### src/rtl/bidir_port_pkg.sv
package bidir_port_pkg;
  localparam int IDX_W = 3;

  typedef struct packed {
    logic             wrData;
    logic             wrDir;
    logic             bitOp;
    logic             bitVal;
    logic [IDX_W-1:0] bitSel;
  } portStrobe_t;
endpackage

### src/rtl/bidir_port_ctrl.sv
module bidir_port_ctrl
  import bidir_port_pkg::*;
#(
  parameter int PIN_W = 5
) (
  input  logic             clk,
  input  logic             rstN,
  input  logic             regSel,
  input  logic             wrEn,
  input  logic             bitSetEn,
  input  logic             bitClrEn,
  input  logic [IDX_W-1:0] bitIdx,
  output portStrobe_t      strb
);
  logic idxInRange;
  assign idxInRange = (bitIdx < IDX_W'(PIN_W));

  always_comb begin
    strb = '0;
    if (wrEn) begin
      strb.wrData = ~regSel;
      strb.wrDir  = regSel;
    end else if ((bitSetEn || bitClrEn) && idxInRange) begin
      strb.bitOp  = 1'b1;
      strb.bitVal = bitSetEn;
      strb.bitSel = bitIdx;
    end
  end

  // At most one action per cycle reaches the datapath
  assert_one_action_R7: assert property (@(posedge clk) disable iff (!rstN)
    $onehot0({strb.wrData, strb.wrDir, strb.bitOp}));

  // An out-of-range index never produces a bit operation
  assert_oob_idx_R6: assert property (@(posedge clk) disable iff (!rstN)
    (bitIdx >= IDX_W'(PIN_W)) |-> !strb.bitOp);
endmodule

### src/rtl/bidir_port_dp.sv
module bidir_port_dp
  import bidir_port_pkg::*;
#(
  parameter int PIN_W  = 5,
  parameter int BUS_W  = 8,
  parameter int OD_BIT = 4
) (
  input  logic             clk,
  input  logic             rstN,
  input  portStrobe_t      strb,
  input  logic             regSel,
  input  logic [BUS_W-1:0] wrVal,
  input  logic [PIN_W-1:0] pinIn,
  output logic [BUS_W-1:0] rdData,
  output logic [PIN_W-1:0] driveEn,
  output logic [PIN_W-1:0] driveVal,
  output logic             timerClk
);
  localparam int PAD_W = BUS_W - PIN_W;

  logic [PIN_W-1:0] metaPins, syncPins;
  logic [PIN_W-1:0] latchQ, dirQ, modPins;

  // Two-flop input synchronizer
  always_ff @(posedge clk or negedge rstN) begin
    if (!rstN) begin
      metaPins <= '0;
      syncPins <= '0;
    end else begin
      metaPins <= pinIn;
      syncPins <= metaPins;
    end
  end

  // Read-modify-write source: synchronized pins with one bit replaced
  for (genvar i = 0; i < PIN_W; i++) begin : gMod
    assign modPins[i] = (strb.bitSel == IDX_W'(i)) ? strb.bitVal : syncPins[i];
  end

  always_ff @(posedge clk or negedge rstN) begin
    if (!rstN) begin
      latchQ <= '0;
      dirQ   <= '1;
    end else begin
      if (strb.wrData)     latchQ <= wrVal[PIN_W-1:0];
      else if (strb.bitOp) latchQ <= modPins;
      if (strb.wrDir)      dirQ   <= wrVal[PIN_W-1:0];
    end
  end

  // Per-pin drivers: push-pull or open-drain
  for (genvar i = 0; i < PIN_W; i++) begin : gDrv
    if (i == OD_BIT) begin : gOpenDrain
      assign driveEn[i]  = ~dirQ[i] & ~latchQ[i];
      assign driveVal[i] = 1'b0;
    end else begin : gPushPull
      assign driveEn[i]  = ~dirQ[i];
      assign driveVal[i] = latchQ[i];
    end
  end

  assign rdData   = regSel ? {{PAD_W{1'b0}}, dirQ} : {{PAD_W{1'b0}}, syncPins};
  assign timerClk = syncPins[OD_BIT];

  // Cycles since reset, saturating, for history-based checks
  logic [1:0] sinceRst;
  always_ff @(posedge clk or negedge rstN) begin
    if (!rstN)               sinceRst <= '0;
    else if (sinceRst != 2'd3) sinceRst <= sinceRst + 2'd1;
  end

  assert_dir_load_R2: assert property (@(posedge clk) disable iff (!rstN)
    strb.wrDir |=> dirQ == $past(wrVal[PIN_W-1:0]));

  assert_latch_load_R4: assert property (@(posedge clk) disable iff (!rstN)
    strb.wrData |=> latchQ == $past(wrVal[PIN_W-1:0]));

  assert_sync_delay_R5: assert property (@(posedge clk) disable iff (!rstN)
    (sinceRst >= 2'd2) |-> syncPins == $past(pinIn, 2));

  assert_bit_op_R6: assert property (@(posedge clk) disable iff (!rstN)
    strb.bitOp |=> latchQ[$past(strb.bitSel)] == $past(strb.bitVal));

  assert_od_pull_R8: assert property (@(posedge clk) disable iff (!rstN)
    (strb.bitOp && !strb.bitVal && strb.bitSel == IDX_W'(OD_BIT) && !dirQ[OD_BIT]
      && !strb.wrDir) |=> driveEn[OD_BIT]);
endmodule

### src/rtl/bidir_port.sv
module bidir_port
  import bidir_port_pkg::*;
#(
  parameter int PIN_W  = 5,
  parameter int BUS_W  = 8,
  parameter int OD_BIT = 4
) (
  input  logic             clk,
  input  logic             rstN,
  input  logic             regSel,
  input  logic             wrEn,
  input  logic [BUS_W-1:0] wrData,
  input  logic             bitSetEn,
  input  logic             bitClrEn,
  input  logic [IDX_W-1:0] bitIdx,
  output logic [BUS_W-1:0] rdData,
  input  logic [PIN_W-1:0] pinIn,
  output logic [PIN_W-1:0] driveEn,
  output logic [PIN_W-1:0] driveVal,
  output logic             timerClk
);
  portStrobe_t strb;

  bidir_port_ctrl #(.PIN_W(PIN_W)) uCtrl (
    .clk(clk), .rstN(rstN), .regSel(regSel), .wrEn(wrEn),
    .bitSetEn(bitSetEn), .bitClrEn(bitClrEn), .bitIdx(bitIdx), .strb(strb)
  );

  bidir_port_dp #(.PIN_W(PIN_W), .BUS_W(BUS_W), .OD_BIT(OD_BIT)) uDp (
    .clk(clk), .rstN(rstN), .strb(strb), .regSel(regSel), .wrVal(wrData),
    .pinIn(pinIn), .rdData(rdData), .driveEn(driveEn), .driveVal(driveVal),
    .timerClk(timerClk)
  );

  // Open-drain pin never drives high
  assert_od_low_only_R8: assert property (@(posedge clk) disable iff (!rstN)
    $rose(driveEn[OD_BIT]) |-> !driveVal[OD_BIT]);
endmodule

### config.mk
export PLATFORM = sky130hd
export DESIGN_NAME = bidir_port
export DESIGN_NICKNAME = d
export VERILOG_FILES = /design/src/rtl/bidir_port_pkg.sv /design/src/rtl/bidir_port_ctrl.sv /design/src/rtl/bidir_port_dp.sv /design/src/rtl/bidir_port.sv
export SDC_FILE = /design/constraint.sdc
export NUM_CORES = 1
export LEC_CHECK = 0
export BUFFER_PORTS_ARGS = -buffer_cell sky130_fd_sc_hd__buf_2
export CAP_MARGIN = 10
export CORE_ASPECT_RATIO = 1.5
export CORE_MARGIN = 5
export CORE_UTILIZATION = 30
export DETAILED_ROUTE_END_ITERATION = 8
export HOLD_SLACK_MARGIN = 0.02
export PLACE_DENSITY = 0.6
export SYNTH_ARGS = -nofsm -noshare
export SYNTH_HDL_FRONTEND = slang
export SYNTH_HIERARCHICAL = 1
export SYNTH_SLANG_ARGS = --single-unit
### constraint.sdc
create_clock -name clk -period 1 [get_ports clk]
set_clock_uncertainty 0.1 [all_clocks]
set_input_delay 0.15 -clock clk [delete_from_list [all_inputs] [get_ports clk]]
set_output_delay 0.15 -clock clk [all_outputs]
set_load 0.02 [all_outputs]
======== Yosys cells after proc, flatten, opt, wreduce, memory -nomap -nowiden ========
Cells that the tools add are included.
word-level totals
  bits in registers ....................... 20
  latch bits .............................. 0
  RAM bits ................................ 0
  bits in read-only memories .............. 0
  bits of input ports ..................... 22
  output and inout bits ................... 19
  memories kept ........................... 0
cells by class
  add/subtract/negate cells ............... 0
  multiply operators ...................... 0
  divide/modulo/power cells ............... 0
  magnitude comparators ................... 1
  eq/ne operators ......................... 4
  shift operators ......................... 0
  muxes and demuxes ....................... 11
  bitwise operators ....................... 8
  reduce and logical (&&, ||, !) cells .... 4
operator list
  cell                                            count
  2-to-1 mux 5 bit                                5
  inverter 1 bit                                  7
  == test 3 x 2 -> 1 bit (second input constant)  2
  2-to-1 mux 1 bit                                5
  == test 3 x 1 -> 1 bit (second input constant)  1
  == test 3 bit (second input constant)           1
  zero test 3 bit                                 1
  < comparator 3 bit (second input constant)      1
  2-to-1 mux 2 bit                                1
  nonzero test 2 bit                              1
  AND 1 bit                                       1
  logical AND 1 bit                               1
  logical OR 1 bit                                1

======== Logic depth before layout (Yosys ltp) ========
  depth in word-level cells ............... 8
  mapped depth ............................ 5

======== Cells and area by module ========
Netlist, hierarchy kept.
by module, submodules not included
  module           times used  cells each  area each (um2)  sequential area each (um2)
  bidir_port_dp    1           76          879.6            506.7
  bidir_port_ctrl  1           9           101.3            0.0

======== Worst setup path after synthesis ========
OpenSTA, ideal clock, no wires.
  kind .................................... input -> register
  start point ............................. input wrEn
  end point ............................... register uDp.latchQ[1]
  setup time .............................. 0.104 ns
  data arrival time ....................... 1.193 ns
  setup slack ............................. -0.397 ns
  stages .................................. 5
  path buffers ............................ 0
  cells stage by stage .................... o21bai_4 > nor3b_2 > nor3b_1 > mux2i_1 > a221oi_1
RTL lines
  what                    line                 source
  start: declaration      bidir_port.sv:11     input logic wrEn,
  end signal: assignment  bidir_port_dp.sv:45  if (strb.wrData) latchQ <= wrVal[PIN_W-1:0];
  end signal: assignment  bidir_port_dp.sv:46  else if (strb.bitOp) latchQ <= modPins;
  end: declaration        bidir_port_dp.sv:22  logic [PIN_W-1:0] latchQ, dirQ, modPins;

======== Final worst setup path ========
  start point ............................. register uDp.dirQ[4]
  end point ............................... output rdData[4]
on the way
  cells in the longest elaborated chain, start to end .. 1
ends and longest elaborated chain
  what                      line                 source
  start: declaration        bidir_port_dp.sv:22
  start signal: assignment  bidir_port_dp.sv:47  if (strb.wrDir) dirQ <= wrVal[PIN_W-1:0];
  2-to-1 mux 5 bit          bidir_port_dp.sv:62  assign rdData = regSel ? {{PAD_W{1'b0}}, dirQ} : {{PAD_W{1'b0}}, syncPins};
  end: declaration          bidir_port.sv:16     output logic [BUS_W-1:0] rdData,
Every way passes these cells.

==> results.sh <==
export IMPL_syn_to_final_growth_pct=68.11
export IMPL_seq_area_um2=508.0
export IMPL_cpLargestDelayFamily="flip-flops"
export IMPL_cts_tree="done"
export IMPL_rows=25
export IMPL_worstSetupPathType="reg -> out"
export IMPL_final_common_cell="buf_4"
export IMPL_worstSetupStartpointType="flip-flop"
export IMPL_crit_chain="mux2_4, buf_6"
export IMPL_layout_common_cells="buf_4 (22), buf_6 (19), buf_2 (17)"
export IMPL_clkLatencyLatePin_ns=0.25
export IMPL_drc=0
export IMPL_synth_edf_count=0
export IMPL_cp_slowest_cell="dfstp_2"
export IMPL_vias=826
export IMPL_async_flop_share=1.000
export IMPL_grt_pass1_vias=986
export IMPL_n_fill_cell=288
export IMPL_drt_iter0_drc=9
export IMPL_period_share=1.325
export IMPL_outcome="finished with violations"
export IMPL_clock_path_buffers=2
export IMPL_routedWlPerCell_um=13.29
export IMPL_slowest_delay_ns=0.56
export IMPL_die_h_um=80.04
export IMPL_synth_area_per_cell_um2=11.54
export IMPL_dr_pass1_iters=2
export IMPL_hold_viol=0
export IMPL_ant_nets=0
export IMPL_clkSinkCount=20
export IMPL_dpl_worst_slack_ns=-0.5891
export IMPL_p_leak_nw=0.7975
export IMPL_grt_overflow=0
export IMPL_synthTopCellsByArea="dfrtp_1 (38%), dfstp_2 (13%), mux2_2 (6.9%)"
export IMPL_root_buffer="clkbuf_8"
export IMPL_path_max_fanout=3
export IMPL_grt_antenna_before_repair=0
export IMPL_ys_warn_count=6
export IMPL_cp_buffers_inverters=1
export IMPL_multiInputGateArea_um2=455.4
export IMPL_syn_inst=85
export IMPL_cts_buffers=3
export IMPL_synth_top_area_frac=0.3827
export IMPL_final_layout_size_suffix_gt1_frac=0.6190
export IMPL_finalCriticalPeriod_ns=1.325
export IMPL_start_util=0.3105
export IMPL_endpoint_kind="primary output"
export IMPL_core_area_um2=3159
export IMPL_dpl_hpwl_um=1767
export IMPL_power_density_nw_per_um2=1501
export IMPL_max_freq_ghz=0.7548
export IMPL_die_x_um=56.69
export IMPL_slew_viol_final=0
export IMPL_setup_ws_ns=-0.3248
export IMPL_ir_drop_mv=1.287
export IMPL_routed_wl_um=2486
export IMPL_io_pins=41
export IMPL_synth_flop_cell="dfrtp_1"
export IMPL_port_buffers=33
export IMPL_h_tree_depth=1
export IMPL_syn_area_um2=980.9
export IMPL_grt_pass1_wl_um=4174
export IMPL_track_usage=0.1170
export IMPL_setup_viol_count_final=20
export IMPL_grt_max_degree=21
export IMPL_n_antenna_cell=0
export IMPL_max_cap_viol_count=0
export IMPL_hold_slack_ns=0.008377
export IMPL_clkTransAtPathRegs_ns=0.07
export IMPL_netlist_top_cell_by_area="dfrtp_1"
export IMPL_violations="setup timing"
export IMPL_synth_cell_types=25
export IMPL_die_area_um2=4537
export IMPL_crit_required_ns=0.75
export IMPL_gp_congestion=0.7853
export IMPL_final_nets=170
export IMPL_min_path_type="in -> reg"
export IMPL_arrival_ns=1.07
export IMPL_synth_seq_area_share=0.5166
export IMPL_ys_ff_latch=20
export IMPL_avgViaCountPerCell=4.417
export IMPL_rsz0062_at_grt="yes"
==> cell families after synthesis <==
family	after synthesis	share of synthesized area
other cells	1	0.003823
flops	20	0.5166
compound gates	12	0.09310
buf+inv	18	0.09950
simple gates	23	0.1671
mux	11	0.1199
==> metrics by stage <==
step / TNS [ns] / total power, mW / instance area (um2) / utilization / instances
2_1_floorplan: -1.765 / 1.280 / 1026 / - / 88
3_3_place_gp: -3.163 / 1.450 / 1300 / 0.4115 / 168
3_5_place_dp: -3.561 / 1.466 / 1300 / 0.4115 / 168
4_1_cts: -4.301 / 2.462 / 1607 / 0.5085 / 185
5_1_grt: -5.020 / 2.601 / 1649 / 0.5220 / 187
6_report: -4.156 / 2.475 / 1649 / 0.5220 / 187
==> worst register-to-register path, delay by kind of cell (launching register included) <==
kind                   cells  cell delay, ns
multiplexers               1            0.12
buffers and inverters      2            0.24
AO/OA/AOI/OAI              1            0.09
flip-flops                 1            0.40
==> synthesized netlist by cell type, drive strengths merged, types with 2 or more instances <==
cell	n
a221oi	4
buf	8
clkbuf	2
dfrtp	15
dfstp	5
inv	8
mux2	6
mux2i	5
nand2	4
nor2b	3
nor3	5
nor3b	5
o21ai	5
==> state kept, by name (all words and copies together), names as in the netlist <==
register / flops
uDp/dirQ: 5
uDp/syncPins: 5
uDp/metaPins: 5
uDp/latchQ: 5
==> path summary, 6_finish.rpt <==
check                           startpoint               to  slack [ns]  cells past startpoint
setup / recovery               uDp/dirQ[4]        rdData[4]       -0.32                      2
hold / removal                   wrData[2]      uDp/dirQ[2]       0.008                      3
setup reg to reg           uDp/syncPins[3]    uDp/latchQ[3]       -0.08                      4
hold reg to reg            uDp/metaPins[0]  uDp/syncPins[0]        0.25                      0
max in group asynchronous             rstN      uDp/dirQ[2]        0.20                      2
min in group asynchronous             rstN  uDp/metaPins[4]        0.26                      2
==> report_power, final <==
group / internal [mW] / switching, mW / total, mW
Sequential: 0.908 / 0.0552 / 0.964
Combinational: 0.389 / 0.325 / 0.715
Clock: 0.534 / 0.263 / 0.797
Total: 1.83 / 0.644 / 2.48
==> per-layer routing <==
metal,vias up,share of wire,track usage
met5,-,0,0
met2,25,0.58,0.2222
li1,407,-,-
met1,392,0.35,0.1178
met3,2,0.057,0.02913
met4,0,0.0064,0.04988
==> layout make-up <==
type                       count  area share
multi-input combinational     50      0.2762
inverter                       8     0.01821
timing repair buffer          65      0.3240
sequential                    20      0.3080
clock buffer                   3     0.02504
tap                           40     0.03035
clock inverter                 1     0.01821
==> what timing repair did <==
| action | CTS | global route |
|---|---|---|
| setup endpoints to repair | 20 | 23 |
| pin swaps | 6 | 5 |
| resized for setup | 41 | 10 |
| hold buffers | 6 | 1 |
| buffers inserted | 7 | 2 |
| endpoints found under the hold margin | 20 | 1 |
No activity file was read; power rests on OpenSTA's default activity.
